### config.mk
export PLATFORM = sky130hd
export DESIGN_NAME = dbg_gate
export DESIGN_NICKNAME = d
export VERILOG_FILES = /design/src/rtl/dbg_gate_pkg.sv /design/src/rtl/dbg_gate_policy.sv /design/src/rtl/dbg_gate_halt.sv /design/src/rtl/dbg_gate_status.sv /design/src/rtl/dbg_gate.sv
export SDC_FILE = /design/constraint.sdc
export NUM_CORES = 1
export LEC_CHECK = 0
export ABC_AREA = 1
export BUFFER_PORTS_ARGS = -buffer_cell sky130_fd_sc_hd__buf_2
export CAP_MARGIN = 30
export CORE_MARGIN = 3
export CORE_UTILIZATION = 33
export CTS_CLUSTER_DIAMETER = 120
export DETAILED_ROUTE_END_ITERATION = 10
export GPL_ROUTABILITY_DRIVEN = 0
export PLACE_DENSITY = 0.71
export SLEW_MARGIN = 25
export SYNTH_ARGS = -nofsm -noshare
export SYNTH_HDL_FRONTEND = slang
export SYNTH_SLANG_ARGS = --single-unit
### constraint.sdc
create_clock -name clk -period 0.8 [get_ports clk]
set_clock_uncertainty 0.05 [all_clocks]
set_input_delay 0.08 -clock clk [delete_from_list [all_inputs] [get_ports clk]]
set_output_delay 0.08 -clock clk [all_outputs]
set_load 0.03 [all_outputs]
### src/rtl/dbg_gate_pkg.sv
package dbg_gate_pkg;
    localparam int PRIV_W = 2;
    localparam int ERR_W  = 3;

    localparam logic [PRIV_W-1:0] PRIV_U = 2'd0;
    localparam logic [PRIV_W-1:0] PRIV_S = 2'd1;
    localparam logic [PRIV_W-1:0] PRIV_R = 2'd2;
    localparam logic [PRIV_W-1:0] PRIV_M = 2'd3;

    localparam logic [ERR_W-1:0] ERR_NONE      = 3'd0;
    localparam logic [ERR_W-1:0] ERR_SEC_FAULT = 3'd6;

    typedef struct packed {
        logic              cmd_v;
        logic              cmd_ok;
        logic              ra_fwd;
        logic              ra_drop;
        logic [PRIV_W-1:0] ra_priv;
    } rsp_t;

    typedef struct packed {
        logic [PRIV_W-1:0] dap;
        logic [ERR_W-1:0]  err;
    } stat_t;
endpackage

### src/rtl/dbg_gate_policy.sv
module dbg_gate_policy
    import dbg_gate_pkg::*;
(
    input  logic              mach_en,
    input  logic              sub_en,
    input  logic [PRIV_W-1:0] priv,
    input  logic              virt,
    input  logic [PRIV_W-1:0] mpp,
    input  logic [PRIV_W-1:0] wr_val,
    output logic              allow_now,
    output logic              any_en,
    output logic [PRIV_W-1:0] top_priv,
    output logic              top_valid,
    output logic              mpp_ok,
    output logic              wr_legal
);
    logic in_machine;

    always_comb begin
        in_machine = (priv == PRIV_M) && !virt;
        any_en     = mach_en || sub_en;
        allow_now  = mach_en || (sub_en && !in_machine);
        mpp_ok     = mach_en || (sub_en && (mpp != PRIV_M));
        top_valid  = any_en;
        top_priv   = mach_en ? PRIV_M : (sub_en ? PRIV_S : PRIV_U);
        unique case (wr_val)
            PRIV_M:         wr_legal = mach_en;
            PRIV_U, PRIV_S: wr_legal = any_en;
            default:        wr_legal = 1'b0;
        endcase
    end
endmodule

### src/rtl/dbg_gate_halt.sv
module dbg_gate_halt (
    input  logic clk,
    input  logic rst_n,
    input  logic halt_req,
    input  logic halt_ack,
    input  logic allow_now,
    output logic halt_issue
);
    logic pend_d, pend_q;

    always_comb begin
        halt_issue = pend_q && allow_now;
        pend_d     = halt_req || (pend_q && !(halt_ack && halt_issue));
    end

    always_ff @(posedge clk or negedge rst_n) begin
        if (!rst_n) pend_q <= 1'b0;
        else        pend_q <= pend_d;
    end

    // a pending halt survives every cycle without an accepted acknowledge
    a_r4_pend_hold: assert property (@(posedge clk) disable iff (!rst_n)
        pend_q && !(halt_ack && halt_issue) |=> pend_q);

    // an accepted acknowledge with no new request retires the halt
    a_r4_pend_clear: assert property (@(posedge clk) disable iff (!rst_n)
        halt_issue && halt_ack && !halt_req |=> !pend_q);
endmodule

### src/rtl/dbg_gate_status.sv
module dbg_gate_status
    import dbg_gate_pkg::*;
(
    input  logic              clk,
    input  logic              rst_n,
    input  logic              wr_en,
    input  logic [PRIV_W-1:0] wr_val,
    input  logic              wr_legal,
    input  logic              cmd_refused,
    input  logic              clr,
    output logic [PRIV_W-1:0] dap_cur,
    output logic [ERR_W-1:0]  err_code
);
    stat_t st_d, st_q;
    logic  fault;

    always_comb begin
        st_d  = st_q;
        fault = cmd_refused || (wr_en && !wr_legal);
        if (wr_en && wr_legal) st_d.dap = wr_val;
        if (fault)             st_d.err = ERR_SEC_FAULT;
        else if (clr)          st_d.err = ERR_NONE;
    end

    always_ff @(posedge clk or negedge rst_n) begin
        if (!rst_n) st_q <= '0;
        else        st_q <= st_d;
    end

    assign dap_cur  = st_q.dap;
    assign err_code = st_q.err;

    // a refused write keeps the old privilege and raises the fault code
    a_r7_refused_write: assert property (@(posedge clk) disable iff (!rst_n)
        wr_en && !wr_legal |=> dap_cur == $past(dap_cur) && err_code == ERR_SEC_FAULT);

    // the error code holds until a clear pulse
    a_r8_sticky: assert property (@(posedge clk) disable iff (!rst_n)
        err_code != ERR_NONE && !clr |=> err_code == $past(err_code));
endmodule

### src/rtl/dbg_gate.sv
module dbg_gate
    import dbg_gate_pkg::*;
(
    input  logic              clk,
    input  logic              rst_n,
    input  logic              mach_dbg_en,
    input  logic              sub_dbg_allow,
    input  logic [PRIV_W-1:0] hart_priv,
    input  logic              hart_virt,
    output logic              dbg_allowed,
    output logic [PRIV_W-1:0] max_priv,
    output logic              max_priv_valid,
    input  logic              halt_req,
    input  logic              halt_ack,
    output logic              halt_issue,
    input  logic              cmd_req,
    output logic              cmd_rsp_valid,
    output logic              cmd_granted,
    input  logic              ra_req,
    output logic              ra_fwd,
    output logic              ra_drop,
    output logic [PRIV_W-1:0] ra_priv,
    input  logic              dap_wr,
    input  logic [PRIV_W-1:0] dap_val,
    output logic [PRIV_W-1:0] dap_cur,
    input  logic              err_clr,
    output logic [ERR_W-1:0]  err_code,
    input  logic              mprv_in,
    input  logic [PRIV_W-1:0] mpp_in,
    output logic              mprv_eff
);
    logic any_en, mpp_ok, wr_legal;
    rsp_t rsp_d, rsp_q;

    dbg_gate_policy u_policy (
        .mach_en   (mach_dbg_en),
        .sub_en    (sub_dbg_allow),
        .priv      (hart_priv),
        .virt      (hart_virt),
        .mpp       (mpp_in),
        .wr_val    (dap_val),
        .allow_now (dbg_allowed),
        .any_en    (any_en),
        .top_priv  (max_priv),
        .top_valid (max_priv_valid),
        .mpp_ok    (mpp_ok),
        .wr_legal  (wr_legal)
    );

    dbg_gate_halt u_halt (
        .clk        (clk),
        .rst_n      (rst_n),
        .halt_req   (halt_req),
        .halt_ack   (halt_ack),
        .allow_now  (dbg_allowed),
        .halt_issue (halt_issue)
    );

    dbg_gate_status u_status (
        .clk         (clk),
        .rst_n       (rst_n),
        .wr_en       (dap_wr),
        .wr_val      (dap_val),
        .wr_legal    (wr_legal),
        .cmd_refused (cmd_req && !dbg_allowed),
        .clr         (err_clr),
        .dap_cur     (dap_cur),
        .err_code    (err_code)
    );

    always_comb begin
        rsp_d         = '0;
        rsp_d.cmd_v   = cmd_req;
        rsp_d.cmd_ok  = cmd_req && dbg_allowed;
        rsp_d.ra_fwd  = ra_req && any_en;
        rsp_d.ra_drop = ra_req && !any_en;
        if (ra_req && any_en) rsp_d.ra_priv = mach_dbg_en ? PRIV_M : PRIV_S;
    end

    always_ff @(posedge clk or negedge rst_n) begin
        if (!rst_n) rsp_q <= '0;
        else        rsp_q <= rsp_d;
    end

    assign cmd_rsp_valid = rsp_q.cmd_v;
    assign cmd_granted   = rsp_q.cmd_ok;
    assign ra_fwd        = rsp_q.ra_fwd;
    assign ra_drop       = rsp_q.ra_drop;
    assign ra_priv       = rsp_q.ra_priv;
    assign mprv_eff      = mprv_in && mpp_ok;

    // the machine enable opens every level up to M
    a_r1_all_levels: assert property (@(posedge clk) disable iff (!rst_n)
        mach_dbg_en |-> dbg_allowed && max_priv == PRIV_M && max_priv_valid);

    // submachine allow alone never opens unvirtualized M
    a_r2_no_machine: assert property (@(posedge clk) disable iff (!rst_n)
        !mach_dbg_en && sub_dbg_allow && hart_priv == PRIV_M && !hart_virt |-> !dbg_allowed);

    // with both controls off nothing is debuggable
    a_r3_closed: assert property (@(posedge clk) disable iff (!rst_n)
        !mach_dbg_en && !sub_dbg_allow |-> !dbg_allowed && !max_priv_valid && !halt_issue);

    // every command is answered in the next cycle
    a_r5_answer: assert property (@(posedge clk) disable iff (!rst_n)
        cmd_req |=> cmd_rsp_valid);

    // with both controls off a non-halting access is dropped
    a_r6_drop: assert property (@(posedge clk) disable iff (!rst_n)
        ra_req && !mach_dbg_en && !sub_dbg_allow |=> ra_drop && !ra_fwd);

    // forward and drop never coincide
    a_r6_exclusive: assert property (@(posedge clk) disable iff (!rst_n)
        !(ra_fwd && ra_drop));
endmodule

==> impl_metrics.env, run 1 <==
export IMPL_syn_inst=54
export IMPL_nets=119
export IMPL_yosys_warnings=0
export IMPL_ant_nets=0
export IMPL_antenna_found_initial=0
export IMPL_hpwlAfterDp_um=806.8
export IMPL_grt_ovfl_total=0
export IMPL_post_route_util=0.7047
export IMPL_synth_area_leaders="dfrtp_1 (49%), nand2_1 (8.9%), inv_1 (8.1%)"
export IMPL_setup_viol=11
export IMPL_synth_cell_type_count=14
export IMPL_grt_setup_unrepaired="true"
export IMPL_stdcell_count=114
export IMPL_yosys_area_top_type="dfrtp_1"
export IMPL_ys_ff_latch=9
export IMPL_syn_to_final_growth_pct=84.64
export IMPL_grt_usage=0.1410
export IMPL_grt_max_degree=10
export IMPL_htreeDepth=1
export IMPL_cts_max_path_buffers=2
export IMPL_ir_worst_vdd_uv=1391
export IMPL_maxSlewViolCount=0
export IMPL_start_util=0.3817
export IMPL_synth_seq_area_share=0.4852
export IMPL_cp_max_fo=2
export IMPL_critical_path_class="register to output pin"
export IMPL_cpMaxStageDelayCell="dfrtp_1"
export IMPL_drtPass1Iterations=2
export IMPL_final_period_utilization=1.278
export IMPL_violations="setup timing"
export IMPL_hold_class="input pin to register"
export IMPL_multi_input_area_um2=172.7
export IMPL_cts_sinks=9
export IMPL_regArea_um2=227.7
export IMPL_root_buffer="clkbuf_4"
export IMPL_drive_above_1_share=0.5900
export IMPL_clk_latency_ns=0.26
export IMPL_syn_area_per_cell_um2=8.596
export IMPL_power_density_nw_per_um2=1623
export IMPL_grt_pass1_wl_mm=1.869
export IMPL_cp_top_family="flip-flops"
export IMPL_antenna_cells=0
export IMPL_via_per_inst=4.254
export IMPL_worst_slack_ns=-0.2224
export IMPL_end_kind="output pin"
export IMPL_cp_required_ns=0.67
export IMPL_io_pins=35
export IMPL_grt_pass1_vias=441
export IMPL_cp_arrival_ns=0.89
export IMPL_num_rows=12
export IMPL_synth_top_area_frac=0.4852
export IMPL_cp_buffers_inverters=2
export IMPL_cts_tree="yes"
export IMPL_cp_start_kind="register"
export IMPL_cap_violations=0
export IMPL_fp_dieArea_um2=1893
export IMPL_vias=485
export IMPL_cts_made_buffers=3
export IMPL_min_period_ns=1.022
export IMPL_drc=0
export IMPL_die_h_um=43.51
export IMPL_max_freq_ghz=0.9781
export IMPL_dpl_cell_count=102
export IMPL_die_w_um=43.51
export IMPL_worst_path_largest_cell_delay_ns=0.34
export IMPL_rrSetupSlack_ns=0.03
export IMPL_syn_num_nets=72
export IMPL_final_hold_violation_count=0
export IMPL_wl_mm=1.250
export IMPL_portBuffers=33
export IMPL_coreArea_um2=1216
export IMPL_clk_pin_slew_ns=0.06
export IMPL_worstPathCellList="inv_1 > nor2_2 > buf_6"
export IMPL_initialDrtViolationCount=1
export IMPL_nFillCells=106
export IMPL_post_drt_wl_per_cell_um=10.96
export IMPL_status="finished with violations"
export IMPL_p_leak_uw=0.0004910
export IMPL_syn_area_um2=464.2
## what timing repair did
item / in CTS / in global routing
setup endpoints to repair: 14 / 15
pin swaps: 3 / 3
hold endpoints to repair: 13 / 0
gates resized for setup: 27 / 6
hold buffers: 5 / 0
setup buffers: 2 / 2
## report_power, final
part / switching (µW) / internal, µW
logic: 274 / 242
clock network: 159 / 192
registers: 28.2 / 496
total: 461 / 931
## cell usage in the layout (no fill, tap or decap)
cell	n
buf_4	8
nand2_1	11
inv_1	10
nand2_2	4
buf_6	15
dlygate4sd3_1	5
o211a_1	1
nor2_1	2
nor2_2	3
clkbuf_4	3
clkbuf_1	1
nand2_4	1
nand3_2	2
dfrtp_1	7
nand3_1	3
o21ai_2	1
conb_1	1
nor2_4	1
inv_4	1
buf_2	18
dfrtp_2	2
## routing by layer
layer  track usage  vias to the layer above  routed length [µm]
met5             0                        -                   0
met4       0.03614                        0                  14
met3       0.06224                        2                  96
met2        0.2802                       27                 716
met1        0.1263                      209                 422
li1              -                      247                   -
## worst paths after layout
check	end	cells past startpoint	from
worst max-delay path	halt_issue	3	u_halt.pend_q
worst min-delay path	u_status.dap_cur[1]	3	dap_val[1]
worst max register to register	u_status.dap_cur[1]	3	u_status.dap_cur[1]
worst min register to register	u_status.err_code[1]	2	u_status.err_code[1]
max in group asynchronous	u_status.err_code[1]	2	rst_n
min in group asynchronous	u_status.dap_cur[1]	2	rst_n
## worst min-delay path, delay by kind of cell
family | cells | cell delay [ns]
buffers and inverters | 1 | 0.09
AND/OR/NAND/NOR | 2 | 0.12
## kinds of logic after synthesis
kind of cell / count (synthesis) / share of synthesized area
flops: 9 / 0.4852
simple gates: 27 / 0.3073
other cells: 1 / 0.008078
compound gates: 2 / 0.04044
buf+inv: 15 / 0.1590
## cell type report
class,count,share of cell area
Tap cell,14,0.02044
Multi-Input combinational cell,30,0.2015
Sequential cell,9,0.2657
Clock buffer,4,0.03066
Timing Repair Buffer,46,0.4307
Inverter,11,0.05109
## flip-flops by register name (all words and copies together) (netlist names)
signal / flops
cmd_rsp_valid: 1
ra_drop: 1
cmd_granted: 1
u_status.dap_cur: 2
ra_priv: 2
u_status.err_code: 1
u_halt.pend_q: 1
## stage by stage
| step | cell area, µm² | power [µW] | setup WS, ns | hold slack, ns | setup TNS, ns |
|---|---|---|---|---|---|
| after CTS | 834.6 | 1389 | -0.2087 | 0.01107 | -1.513 |
| after floorplan | 466.7 | 774.2 | 0.006228 | -0.2656 | 0 |
| after global placement | 656.9 | 901.1 | -0.04840 | -0.1095 | -0.2613 |
| final | 857.1 | 1391 | -0.2224 | 0.01816 | -1.478 |
| after detailed placement | 656.9 | 905.7 | -0.05705 | -0.1048 | -0.3051 |
| after global routing | 857.1 | 1469 | -0.2640 | 0.03766 | -1.795 |
## cells in the mapped netlist
master	n
nand2_4	1
nand3_1	3
conb_1	1
nand3_2	2
inv_4	1
dfrtp_1	9
buf_4	4
o211a_1	1
nand2_2	4
o21ai_2	1
nand2_1	11
nor2_1	3
inv_1	10
nor2_2	3
(Power assumes the default switching activity.)
==> inputs of run 2 (changes only) <==
--- a/config.mk
+++ b/config.mk
@@ -14,6 +14,7 @@
 export DETAILED_ROUTE_END_ITERATION = 10
 export GPL_ROUTABILITY_DRIVEN = 0
 export PLACE_DENSITY = 0.71
+export SETUP_SLACK_MARGIN = 0.5
 export SLEW_MARGIN = 25
 export SYNTH_ARGS = -nofsm -noshare
 export SYNTH_HDL_FRONTEND = slang
==> impl_metrics.env, run 2 (synthesized netlist as in run 1, its figures left out) <==
export IMPL_status="finished with violations"
export IMPL_cp_buffers_inverters=2
export IMPL_end_kind="output pin"
export IMPL_final_cell_mix="buf_6 (24), buf_2 (15), buf_4 (9)"
export IMPL_syn_to_final_growth_pct=116.4
export IMPL_ant_nets=0
export IMPL_p_leak_uw=0.0005333
export IMPL_portBuffers=33
export IMPL_worstPathCellList="inv_2 > nor2_4 > buf_6"
export IMPL_power_frac_comb=0.411
export IMPL_max_freq_ghz=0.9613
export IMPL_cp_top_family="flip-flops"
export IMPL_internal_power_uw=1003
export IMPL_rr_endpoint="u_halt.pend_q"
export IMPL_drc=0
export IMPL_cpMaxStageDelayCell="dfrtp_1"
export IMPL_root_buffer="clkbuf_4"
export IMPL_htreeDepth=1
export IMPL_setup_viol=13
export IMPL_min_period_ns=1.040
export IMPL_cts_tree="yes"
export IMPL_power_density_nw_per_um2=1504
export IMPL_rrSetupSlack_ns=0.03
export IMPL_holdWs_ns=-0.3969
export IMPL_cts_sinks=9
export IMPL_cap_violations=0
export IMPL_path_depth=3
export IMPL_die_w_um=43.51
export IMPL_reg2reg_depth=3
export IMPL_worst_path_largest_cell_delay_ns=0.36
export IMPL_cp_required_ns=0.67
export IMPL_hold_class="input pin to async pin"
export IMPL_grt_pass1_vias=545
export IMPL_worst_slack_ns=-0.2403
export IMPL_coreArea_um2=1216
export IMPL_grt_ovfl_total=0
export IMPL_grt_usage=0.1539
export IMPL_io_pins=35
export IMPL_via_per_inst=4.429
export IMPL_grt_pass1_wl_mm=2.118
export IMPL_r2r_start="u_halt.pend_q"
export IMPL_start_util=0.3817
export IMPL_setup_tns_ns=-1.729
export IMPL_grt_max_degree=10
export IMPL_power_frac_clock=0.237
export IMPL_maxSlewViolCount=0
export IMPL_drive_above_1_share=0.8286
export IMPL_critical_path_class="register to output pin"
export IMPL_p_sw_frac=0.3361
export IMPL_post_drt_wl_per_cell_um=12.26
export IMPL_die_h_um=43.51
export IMPL_post_route_util=0.8261
export IMPL_cp_max_fo=2
export IMPL_fp_dieArea_um2=1893
export IMPL_violations="hold timing, setup timing"
export IMPL_clk_latency_ns=0.26
export IMPL_total_power_uw=1511
export IMPL_cts_max_path_buffers=2
export IMPL_final_period_utilization=1.300
export IMPL_cp_arrival_ns=0.91
export IMPL_setup_worst_path_end="halt_issue"
export IMPL_initialDrtViolationCount=2
export IMPL_grt_setup_unrepaired="true"
export IMPL_cp_start_kind="register"
export IMPL_antenna_found_initial=0
export IMPL_vias=527
export IMPL_wl_mm=1.459
export IMPL_ir_worst_vdd_uv=1152
export IMPL_antenna_cells=0
export IMPL_worstSetupStartpoint="u_halt.pend_q"
export IMPL_switchingPower_uw=507.9
export IMPL_clk_pin_slew_ns=0.06
export IMPL_hpwlAfterDp_um=824.5
export IMPL_final_common_cell="buf_6"
export IMPL_cts_made_buffers=3
export IMPL_p_seq_frac=0.352
export IMPL_drtPass1Iterations=2
export IMPL_final_hold_violation_count=12
export IMPL_num_rows=12
export IMPL_nets=124
-- run 2: cell count changes in the layout (fill, tap and decap cells not counted), moves of 5 or more --
cell	previous run	this run
buf_6	15	24
dfrtp_2	2	8
dfrtp_1	7	1
nand2_1	11	6
dlygate4sd3_1	5	0
-- run 2: power by group through the flow --
stage	clock (µW)	combinational [µW]	sequential [µW]
5_1_grt	394	659	536
4_1_cts	370	592	531
3_5_place_dp	0	408	526
3_3_place_gp	0	402	524
6_report	358	621	532
2_1_floorplan	0	205	603
-- run 2: per-stage QoR --
stage	instances	setup WS (ns)	cell area, µm²
5_1_grt	119	-0.2722	1005
3_3_place_gp	102	-0.1275	695.7
3_5_place_dp	102	-0.1477	695.7
4_1_cts	116	-0.2173	959.7
6_report	119	-0.2403	1005
2_1_floorplan	54	0.02437	520.5
-- run 2: worst min-delay path by stage --
stage          startpoint                  end  slack, ns  cells after the start
4_1_cts             rst_n  u_status.dap_cur[1]      -0.39                      1
3_3_place_gp        rst_n        u_halt.pend_q      -0.11                      1
5_1_grt             rst_n  u_status.dap_cur[1]      -0.39                      1
6_report            rst_n        u_halt.pend_q      -0.40                      1
3_5_place_dp        rst_n  u_status.dap_cur[1]      -0.11                      1
2_1_floorplan       rst_n          cmd_granted      -0.27                      0
-- run 2: cell type report --
type                            count  area (µm²)
Inverter                           11       50.05
Fill cell                          67       211.5
Clock buffer                        4       26.28
Sequential cell                     9       235.2
Tap cell                           14       17.52
Multi-Input combinational cell     30       212.7
Timing Repair Buffer               51       462.9
-- run 2: routing by layer --
layer / global-route usage / wire (µm)
met1: 0.1494 / 460
met2: 0.2950 / 873
met3: 0.06639 / 125
met4: 0.03614 / 0
met5: 0 / 0
-- run 2: what timing repair did --
item / in CTS / in global routing
pin swaps: 4 / 4
setup buffers: 10 / 3
setup endpoints to repair: 23 / 23
endpoints found under the hold margin: 12 / 11
cloned: 0 / 0
resized for setup: 51 / 6
